File: src/rtl/l1dir_pkg.sv
package l1dir_pkg;

    // Store-processing phases of the directory
    typedef enum logic {
        DIR_IDLE = 1'b0,
        DIR_WAIT = 1'b1
    } dir_state_e;

    // Default geometry of one bank's directory
    localparam int DEF_CORES  = 4;
    localparam int DEF_SETS   = 8;
    localparam int DEF_WAYS   = 2;
    localparam int DEF_ADDR_W = 12;
    localparam int DEF_BANK_W = 2;

    // Width of an index into n items, at least 1
    function automatic int idx_w(input int n);
        return (n > 1) ? $clog2(n) : 1;
    endfunction

endpackage

File: src/rtl/l1dir_tag_copy.sv
module l1dir_tag_copy
    import l1dir_pkg::*;
#(
    parameter int SETS  = DEF_SETS,
    parameter int WAYS  = DEF_WAYS,
    parameter int TAG_W = 7,
    localparam int SET_W = idx_w(SETS),
    localparam int WAY_W = idx_w(WAYS)
) (
    input  logic             clk,
    input  logic             rst,
    input  logic             wr_en,
    input  logic [SET_W-1:0] wr_set,
    input  logic [WAY_W-1:0] wr_way,
    input  logic [TAG_W-1:0] wr_tag,
    input  logic             ev_en,
    input  logic [SET_W-1:0] ev_set,
    input  logic [WAY_W-1:0] ev_way,
    input  logic             kill_en,
    input  logic [SET_W-1:0] kill_set,
    input  logic [WAY_W-1:0] kill_way,
    input  logic [SET_W-1:0] srch_set,
    input  logic [TAG_W-1:0] srch_tag,
    output logic             srch_hit,
    output logic [WAY_W-1:0] srch_way
);

    logic [SETS-1:0][WAYS-1:0] vld_q;
    logic [TAG_W-1:0]          tag_q [SETS][WAYS];

    // Clears first, fill last: a same-cycle fill wins
    always_ff @(posedge clk) begin
        if (rst) begin
            vld_q <= '0;
        end else begin
            if (ev_en)   vld_q[ev_set][ev_way]     <= 1'b0;
            if (kill_en) vld_q[kill_set][kill_way] <= 1'b0;
            if (wr_en)   vld_q[wr_set][wr_way]     <= 1'b1;
        end
    end

    always_ff @(posedge clk) begin
        if (wr_en) tag_q[wr_set][wr_way] <= wr_tag;
    end

    // Lowest matching way wins
    always_comb begin
        srch_hit = 1'b0;
        srch_way = '0;
        for (int w = WAYS - 1; w >= 0; w--) begin
            if (vld_q[srch_set][w] && (tag_q[srch_set][w] == srch_tag)) begin
                srch_hit = 1'b1;
                srch_way = WAY_W'(w);
            end
        end
    end


    fill_records_chk: assert property (@(posedge clk) disable iff (rst)
        wr_en |=> vld_q[$past(wr_set)][$past(wr_way)]);


    evict_clears_chk: assert property (@(posedge clk) disable iff (rst)
        (ev_en && !(wr_en && wr_set == ev_set && wr_way == ev_way))
        |=> !vld_q[$past(ev_set)][$past(ev_way)]);


    kill_clears_chk: assert property (@(posedge clk) disable iff (rst)
        (kill_en && !(wr_en && wr_set == kill_set && wr_way == kill_way))
        |=> !vld_q[$past(kill_set)][$past(kill_way)]);

endmodule

File: src/rtl/l1dir_ctrl.sv
module l1dir_ctrl
    import l1dir_pkg::*;
#(
    parameter int CORES = DEF_CORES
) (
    input  logic             clk,
    input  logic             rst,
    input  logic             st_valid,
    input  logic [CORES-1:0] match,
    input  logic [CORES-1:0] inv_ack,
    output logic             st_ready,
    output logic             st_accept,
    output logic             st_done,
    output logic [CORES-1:0] pend
);

    dir_state_e       state_q;
    logic [CORES-1:0] pend_q;

    assign st_ready  = (state_q == DIR_IDLE);
    assign st_accept = st_valid && st_ready;
    assign st_done   = (state_q == DIR_WAIT) && (pend_q == '0);
    assign pend      = pend_q;

    always_ff @(posedge clk) begin
        if (rst) begin
            state_q <= DIR_IDLE;
            pend_q  <= '0;
        end else begin
            unique case (state_q)
                DIR_IDLE: begin
                    if (st_accept) begin
                        pend_q  <= match;
                        state_q <= DIR_WAIT;
                    end
                end
                DIR_WAIT: begin
                    if (pend_q == '0) state_q <= DIR_IDLE;
                    else              pend_q  <= pend_q & ~inv_ack;
                end
                default: state_q <= DIR_IDLE;
            endcase
        end
    end


    for (genvar c = 0; c < CORES; c++) begin : g_hold
        inv_hold_chk: assert property (@(posedge clk) disable iff (rst)
            (pend_q[c] && !inv_ack[c]) |=> pend_q[c]);
    end


    done_quiet_chk: assert property (@(posedge clk) disable iff (rst)
        st_done |-> (pend_q == '0) && !st_ready);


    done_pulse_chk: assert property (@(posedge clk) disable iff (rst)
        st_done |=> !st_done && st_ready);


    inv_busy_chk: assert property (@(posedge clk) disable iff (rst)
        (pend_q != '0) |-> !st_ready);


    accept_busy_chk: assert property (@(posedge clk) disable iff (rst)
        st_accept |=> !st_ready);

endmodule

File: src/rtl/l1dir_top.sv
module l1dir_top
    import l1dir_pkg::*;
#(
    parameter int CORES  = DEF_CORES,
    parameter int SETS   = DEF_SETS,
    parameter int WAYS   = DEF_WAYS,
    parameter int ADDR_W = DEF_ADDR_W,
    parameter int BANK_W = DEF_BANK_W,
    localparam int CORE_W = idx_w(CORES),
    localparam int SET_W  = idx_w(SETS),
    localparam int WAY_W  = idx_w(WAYS),
    localparam int TAG_LO = BANK_W + SET_W,
    localparam int TAG_W  = ADDR_W - TAG_LO
) (
    input  logic                   clk,
    input  logic                   rst,
    input  logic                   fill_valid,
    input  logic [CORE_W-1:0]      fill_core,
    input  logic [WAY_W-1:0]       fill_way,
    input  logic [ADDR_W-1:0]      fill_addr,
    input  logic                   evict_valid,
    input  logic [CORE_W-1:0]      evict_core,
    input  logic [SET_W-1:0]       evict_set,
    input  logic [WAY_W-1:0]       evict_way,
    input  logic                   st_valid,
    input  logic [CORE_W-1:0]      st_core,
    input  logic [ADDR_W-1:0]      st_addr,
    output logic                   st_ready,
    output logic                   st_done,
    output logic [CORES-1:0]       inv_valid,
    output logic [SET_W-1:0]       inv_set,
    output logic [CORES*WAY_W-1:0] inv_way,
    input  logic [CORES-1:0]       inv_ack
);

    // Bank bits sit at the bottom and are neither stored nor compared
    logic [SET_W-1:0] fill_set, st_set;
    logic [TAG_W-1:0] fill_tag, st_tag;

    assign fill_set = fill_addr[BANK_W +: SET_W];
    assign fill_tag = fill_addr[ADDR_W-1:TAG_LO];
    assign st_set   = st_addr[BANK_W +: SET_W];
    assign st_tag   = st_addr[ADDR_W-1:TAG_LO];

    logic             st_accept;
    logic [CORES-1:0] match;
    logic [WAY_W-1:0] hit_way [CORES];

    for (genvar c = 0; c < CORES; c++) begin : g_core
        logic hit;

        l1dir_tag_copy #(
            .SETS  (SETS),
            .WAYS  (WAYS),
            .TAG_W (TAG_W)
        ) u_copy (
            .clk      (clk),
            .rst      (rst),
            .wr_en    (fill_valid && (fill_core == CORE_W'(c))),
            .wr_set   (fill_set),
            .wr_way   (fill_way),
            .wr_tag   (fill_tag),
            .ev_en    (evict_valid && (evict_core == CORE_W'(c))),
            .ev_set   (evict_set),
            .ev_way   (evict_way),
            .kill_en  (st_accept && match[c]),
            .kill_set (st_set),
            .kill_way (hit_way[c]),
            .srch_set (st_set),
            .srch_tag (st_tag),
            .srch_hit (hit),
            .srch_way (hit_way[c])
        );

        // The writer keeps its own copy
        assign match[c] = hit && (st_core != CORE_W'(c));

        logic [WAY_W-1:0] way_q;
        always_ff @(posedge clk) begin
            if (rst)            way_q <= '0;
            else if (st_accept) way_q <= hit_way[c];
        end
        assign inv_way[c*WAY_W +: WAY_W] = way_q;
    end

    logic [SET_W-1:0] set_q;
    always_ff @(posedge clk) begin
        if (rst)            set_q <= '0;
        else if (st_accept) set_q <= st_set;
    end
    assign inv_set = set_q;

    l1dir_ctrl #(
        .CORES (CORES)
    ) u_ctrl (
        .clk       (clk),
        .rst       (rst),
        .st_valid  (st_valid),
        .match     (match),
        .inv_ack   (inv_ack),
        .st_ready  (st_ready),
        .st_accept (st_accept),
        .st_done   (st_done),
        .pend      (inv_valid)
    );


    writer_spared_chk: assert property (@(posedge clk) disable iff (rst)
        st_accept |=> !inv_valid[$past(st_core)]);


    inv_launch_chk: assert property (@(posedge clk) disable iff (rst)
        st_accept |=> (inv_valid == $past(match)));

endmodule

File: config.mk
export PLATFORM = sky130hd
export DESIGN_NAME = l1dir_top
export DESIGN_NICKNAME = d
export VERILOG_FILES = /design/src/rtl/l1dir_pkg.sv /design/src/rtl/l1dir_tag_copy.sv /design/src/rtl/l1dir_ctrl.sv /design/src/rtl/l1dir_top.sv
export SDC_FILE = /design/constraint.sdc
export NUM_CORES = 1
export LEC_CHECK = 0
export CAP_MARGIN = 15
export CORE_ASPECT_RATIO = 1.1
export CORE_MARGIN = 4
export CORE_UTILIZATION = 62
export CTS_CLUSTER_SIZE = 25
export DETAILED_ROUTE_END_ITERATION = 8
export GPL_TIMING_DRIVEN = 1
export PLACE_DENSITY = 0.8
export SLEW_MARGIN = 40
export SYNTH_ARGS = -nofsm -noshare
export SYNTH_HDL_FRONTEND = slang
export SYNTH_SLANG_ARGS = --single-unit
File: constraint.sdc
create_clock -name clk -period 3.61 [get_ports clk]
set_clock_uncertainty 0.2 [all_clocks]
set_input_delay 0.5415 -clock clk [delete_from_list [all_inputs] [get_ports clk]]
set_output_delay 0.5415 -clock clk [all_outputs]
set_load 0.1 [all_outputs]
==> results of run 1 <==
## synthesized netlist by cell type, types with 15 or more instances
library cell  count
nor2_1           87
xor2_1           18
nor2b_1          22
inv_1            42
edfxtp_1        448
nand2_1          77
a21oi_1          15
dfxtp_1          76
o21a_1           20
buf_4            15
buf_2            22
a221oi_1         39
mux2i_1          93
mux4_2           83
nand3_1          21
clkbuf_1         25
o21ai_0          63
nor3_1           50
xnor2_1          29
## final cells by class
cell class	instances	area, um2
multi-input combinational	786	6798
sequential	524	14970
clock inverter	20	244.0
inverter	43	161.4
clock buffer	74	1485
timing repair buffer	141	1232
tap	481	601.8
fill	2220	9997
## cell families after synthesis
family | after synthesis | share of synthesized area
buffers and inverters | 126 | 0.03301
muxes | 187 | 0.1359
and+or+nand+nor | 342 | 0.07875
AOI/OAI and AO/OA | 210 | 0.06892
xor gates and xnor gates | 47 | 0.01828
DFF | 524 | 0.6651
## layer usage
metal  GRT usage  vias to the layer above
li1            -                     5863
met1      0.4021                     6848
met2      0.4576                      816
met4      0.1083                        0
met5           0                        -
met3     0.05399                      155
## report_power, final
| part | leakage, uW | switching, uW | total, uW | internal (uW) |
|---|---|---|---|---|
| Clock | 0.000836 | 2190 | 5400 | 3210 |
| Combinational | 0.00336 | 571 | 906 | 335 |
| Sequential | 0.00464 | 16.2 | 6630 | 6610 |
| Total | 0.00884 | 2770 | 12900 | 10200 |
## flip-flops by register name (all words and copies together), names as in the netlist
signal               flops
g_core.u_copy.vld_q     64
inv_set                  3
u_ctrl.pend              4
g_core.way_q             4
u_ctrl.state_q           1
g_core.u_copy.tag_q    448
## worst max path at each step
stage                            endpoint  slack [ns]
3_5_place_dp    g_core[1].u_copy.vld_q[1]        0.08
3_3_place_gp   g_core[1].u_copy.vld_q[11]        0.13
4_1_cts        g_core[3].u_copy.vld_q[11]        0.58
5_1_grt         g_core[3].u_copy.vld_q[5]        0.50
2_1_floorplan              u_ctrl.pend[0]        0.19
6_report        g_core[3].u_copy.vld_q[3]        0.59
## metrics by stage
stage,total power (uW),worst slack (ns)
detailed placement,7646,0.07823
CTS,12970,0.5765
floorplan,7306,0.1945
global placement,7629,0.1318
finish,12940,0.5898
global route,13290,0.5037
## worst reg2reg max path: cells and delay by family, from the launching register on
family / cells / cell delay, ns
and+or+nand+nor: 3 / 0.99
muxes: 1 / 0.52
DFF: 1 / 0.38
xor gates and xnor gates: 1 / 0.20
buffers and inverters: 1 / 0.20
AOI/OAI and AO/OA: 2 / 0.18
==> results.md, run 1 <==
* Hold Crit Class: reg -> reg
* Reg2reg setup slack at ~0.81 ns
* Die area at a little under 40000 um2
* Post-detailed-route via-to-cell ratio at between 6 and 7
* Top FF cell, synth: edfxtp_1
* Fin area at between 20000 and 30000 um2
* Net count of the mapped netlist at between 1000 and 1500
* Core Area at 35490 um2
* Synth area leader: edfxtp_1
* Setup TNS at 0 ns
* Number of H-tree levels at 2
* Leak at a little under 0.009 uW
* DR WL met3 at approximately 5700 um
* Worst Path Buf+Inv at 4
* Max Freq at around 0.33 GHz
* Met2 wire len at 27070 um
* Drt wl/cell at roughly 27 um
* Cts hold-fix bufs at 0
* Critical Path End Type: flop
* Worst setup startpoint: st_addr[2]
* CP dominant cell by count: buf_4
* Max clock buf depth at 3
* RSZ-0062 raised after global routing: false
* Hold endpoint: inv_set[2]
* DRT Pass-1 Iters at 7
* Startpoint Class: input pin
* Starting Density at 0.6343
* # nets final at about 1600
* Kind of critical path: in -> reg
* Largest net degree at the start of global routing at 65
* Period Utilization, post-route at 0.8366
* Antenna violations before repair at 0
* Mapped cell area at around 23000 um2
* Post-CTS resize count at 0
* GRT Total Usage at 0.2874
* Max-slew violations at 0
* Max-cap check violation count at 0
* Slowest-stage cell, CP: mux4_2
* Final hold violation count at 0
* Worst r2r src: g_core[3].u_copy.tag_q[2][2]
* Clock sink count at between 500 and 600
* DRT iter0 DRCs at 1433
* Slowest stage delay, CP at approximately 0.55 ns
* Worst path cell trace: clkbuf_8 > buf_4 > mux4_2 > mux2i_1 > xor2_1 > nand3_1 > nor4_2 > buf_4 > nor4_4 > buf_4 > a221oi_1
* DR vias at 13682
* Ys async rst share at 0
* Crit-path leading delay family: buffers and inverters
* Top layer used by detailed routing: met4
* Top-area cell type share of the netlist area at 0.5976
* Placed cells at ~2000
* Met1 WL at approximately 21000 um
* Num rows at 72
* Final cell count without fillers at 2069
* TritonCTS Buffers at 50
* Syn Inst Count at 1436
* Drt drc at 0
* Slew @ Worst Pin at 0.8439 ns
* TritonCTS clock tree: yes
* Root buf cell: clkbuf_16
* PortBufs at between 50 and 60
* Post-Syn Area per Cell at about 16 um2
* Commonest cells after routing, fill and taps aside: edfxtp_1 (448), mux2i_1 (93), buf_4 (91)
* Stages on worst setup path at 11
* DP Area at about 24000 um2
* Sequential cell area fraction in the yosys report at 0.6651
* Most common cell after layout, fill and taps aside: edfxtp_1
* Total Routed Length at ~56000 um
* Later-pin clock latency in the skew report at around 0.57 ns
* Antenna Cells at 0
* Clock Pin Slew Worst Setup and Hold Paths at ~0.060 ns
* Cells on Worst Hold Path at 2
* Reg-to-Reg End: g_core[3].u_copy.vld_q[3]
* Worst EP required at around 3.9 ns
* Final Core Density at 0.7183
* Worst vdd ir at approximately 0.00048 V
* Routed Antenna Nets at 0
* EDFF count, synth at ~450
* Io pins at 57
* Netlist cell types at 68
* Die height at about 210 um
* Slew margin rel. at 0.4356
* Hpwl dp at around 36000 um
* Share of layout cells above drive strength 1 at 0.1977
* GPL Wtd Cong at between 0.9 and 1
* Total gr overflow at 0
* Final setup vio count at 0
* P&R area growth vs syn at 13.26%
* Number of synthesized register bits at ~520
* YS warnings at 0
* Dominant cells by area after synthesis: edfxtp_1 (60%), mux4_2 (8.3%), dfxtp_1 (6.8%)
* CP Data Arrival Time at between 3 and 4 ns
* Crit-path max FO at 20
* Post-CTS Setup Inserts at 0
* Worst hold start: inv_set[2]
* Chip width at approximately 190 um
* Global-route wire length before repair at between 80000 and 90000 um
* Status: completed
* Hold_ws at around 0.26 ns
* Vias in the first global route at around 14000
* Worst r2r path cells at 8
* Minimum clock period at ~3.0 ns
* P per Cell Area at a little over 500 nW/um2
(Power assumes the default switching activity.)
==> inputs of run 2 (changes only) <==
CORE_UTILIZATION = 56   (was 62)
PLACE_DENSITY = 0.76   (was 0.8)
clock period = 2.6 ns   (was 3.61 ns; I/O delays follow)
==> run 2 against run 1 <==
Power rose by 38%. Critical path type is now reg -> reg. The flow now finishes with violations (setup timing). Via count rose by 4.3%. Highest routed layer is now met5. Critical path depth fell by 4.
==> results.md, run 2 (synthesized netlist as in run 1, its figures left out) <==
* Status: complete, but fails checks (was completed)
* Failing checks: setup timing
* Chip width at 199.2 um (was 189.7 um)
* Commonest cells after routing, fill and taps aside: edfxtp_1 (448), buf_4 (197), mux4_2 (88) (was edfxtp_1 (448), mux2i_1 (93), buf_4 (91))
* Starting Density at 0.5705 (was 0.6343)
* Clock Pin Slew Worst Setup and Hold Paths at 0.06 ns (about the same)
* DRT iter0 DRCs at 1610 (was 1433)
* Hold Crit Class: in -> reg (was reg -> reg)
* Total gr overflow at 0 (unchanged)
* Drt wl/cell at 26.80 um (was 27.13 um)
* DRT Pass-1 Iters at 5 (was 7)
* Hold_ws at 0.1098 ns (was 0.2620 ns)
* Die area at 43480 um2 (was 39430 um2)
* Fin area at 27300 um2 (was 25500 um2)
* Final setup vio count at 10 (was 0)
* Die height at 218.3 um (was 207.9 um)
* Post-detailed-route via-to-cell ratio at 6.371 (was 6.613)
* Num rows at 76 (was 72)
* Leak at 0.009621 uW (was 0.008841 uW)
* Drt drc at 0 (unchanged)
* DR vias at 14264 (was 13682)
* Dpl ws at -0.6182 ns (was 0.07823 ns)
* Antenna violations before repair at 1 (was 0)
* Global-route wire length before repair at 89190 um (was 85110 um)
* Final hold violation count at 0 (unchanged)
* # nets final at 1738 (was 1590)
* GRT Total Usage at 0.2767 (was 0.2874)
* Critical Path End Type: flop (unchanged)
* Startpoint Class: flop (was input pin)
* Hpwl dp at 40140 um (was 35830 um)
* Root buf cell: clkbuf_16 (unchanged)
* P per Cell Area at 653.1 nW/um2 (was 507.4 nW/um2)
* Routed Antenna Nets at 0 (unchanged)
* Period Utilization, post-route at 1.049
* Share of layout cells above drive strength 1 at 0.2870 (was 0.1977)
* PortBufs at 52 (unchanged)
* GPL Wtd Cong at 0.9850 (was 0.9796)
* Final worst slack at -0.1272 ns (was 0.5898 ns)
* Number of fill cells in the layout at 2529 (was 2220)
* CP Data Arrival Time at 3.02 ns (was 3.29 ns)
* Kind of critical path: reg -> reg (was in -> reg)
* Worst r2r src: g_core[3].u_copy.tag_q[3][4] (was g_core[3].u_copy.tag_q[2][2])
* Minimum clock period at 2.727 ns
* TritonCTS clock tree: yes (unchanged)
* Max-slew violations at 0 (unchanged)
* Slew margin rel. at 0.5123 (was 0.4356)
* Worst vdd ir at 0.0006281 V (was 0.0004823 V)
* Vias in the first global route at 14388 (was 13720)
* Total power at 17830 uW (was 12940 uW)
* RSZ-0062 raised after global routing: true (was false)
* Crit-path max FO at 2 (was 20)
* Final cell count without fillers at 2239 (was 2069)
* Worst setup startpoint: g_core[3].u_copy.tag_q[3][4] (was st_addr[2])
* Reg with most FFs: g_core.u_copy.tag_q (unchanged)
* DP Area at 25490 um2 (was 23770 um2)
* Number of H-tree levels at 2 (unchanged)
* P&R area growth vs syn at 21.27% (was 13.26%)
* Worst hold start: fill_addr[7] (was inv_set[2])
* TritonCTS Buffers at 50 (unchanged)
* Cts hold-fix bufs at 0 (unchanged)
* Most common cell after layout, fill and taps aside: edfxtp_1 (unchanged)
* Total Routed Length at 60000 um (was 56140 um)
* Later-pin clock latency in the skew report at 0.59 ns (was 0.57 ns)
* Worst EP required at 2.90 ns (was 3.88 ns)
* Max clock buf depth at 3 (unchanged)
* Max Freq at 0.3667 GHz
* Clock sink count at 524 (unchanged)
* Antenna Cells at 0 (unchanged)
* Core Area at 39460 um2 (was 35490 um2)
* Slew @ Worst Pin at 0.7316 ns (was 0.8439 ns)
* Io pins at 57 (unchanged)
* Max-cap check violation count at 0 (unchanged)
* Largest regs: g_core.u_copy.tag_q: 448 flops, g_core.u_copy.vld_q: 64 flops (unchanged)
* Max FFs per register at 448 (unchanged)
* Placed cells at 2145 (was 1975)
* Largest net degree at the start of global routing at 65 (unchanged)
[run 2: cell count changes in the layout (fill, tap and decap cells not counted), sizes merged]
cell | before | now
clkinv | 11 | 23
inv | 43 | 44
buf | 112 | 260
bufinv | 5 | 4
clkbuf | 75 | 59
[run 2: what timing repair did]
action | in CTS | in global routing
buffers inserted | 5 | 1
resized for setup | 12 | 24
pin swaps | 16 | 13
gates cloned | 0 | 1
endpoints found under the setup margin | 17 | 50
[run 2: critical path, stage by stage, from the launching register on]
cell      delay, ns
edfxtp_1       0.36
mux4_2         0.50
nor2_4         0.13
a221oi_2       0.05
xnor2_1        0.23
or4bb_4        0.59
or3b_4         0.40
o31ai_2        0.19
[run 2: layout make-up]
type                    instances  area, um2  area share
well taps                     507      634.4     0.02324
multi-input cells             786       7048      0.2582
clock inverters                32      259.0    0.009487
inverters                      43      161.4    0.005912
clock buffers                  58       1345     0.04927
repair buffers                289       2879      0.1055
flip-flops and latches        524      14970      0.5485
[run 2: worst paths after layout]
path,to,cells past startpoint,slack [ns]
worst min-delay path,g_core[3].u_copy.tag_q[2][9],2,0.11
worst max register to register,g_core[3].way_q,7,-0.13
worst min register to register,inv_set[1],2,0.25
worst max-delay path,g_core[3].way_q,7,-0.13
[run 2: where the power goes]
part	internal [uW]	leakage, uW	switching (uW)	total (uW)
combinational	632	0.00420	872	1500
sequential	9180	0.00464	23.7	9200
clock	4080	0.000776	3040	7120
total	13900	0.00962	3930	17800
[run 2: layer usage]
layer  vias to the layer above  part of all wire  global-route usage
li1                       6141                 -                   -
met1                      7210              0.39              0.3847
met2                       724              0.47              0.4341
met3                       187             0.081             0.04163
met4                         2             0.051              0.1318
met5                         -           0.00020                   0
[run 2: metrics by stage]
step | setup TNS (ns) | util
floorplan | -1.727 | -
global placement | -26.58 | 0.6459
detailed placement | -29.58 | 0.6459
CTS | -0.1727 | 0.6887
global route | -2.212 | 0.6918
finish | -0.3548 | 0.6918
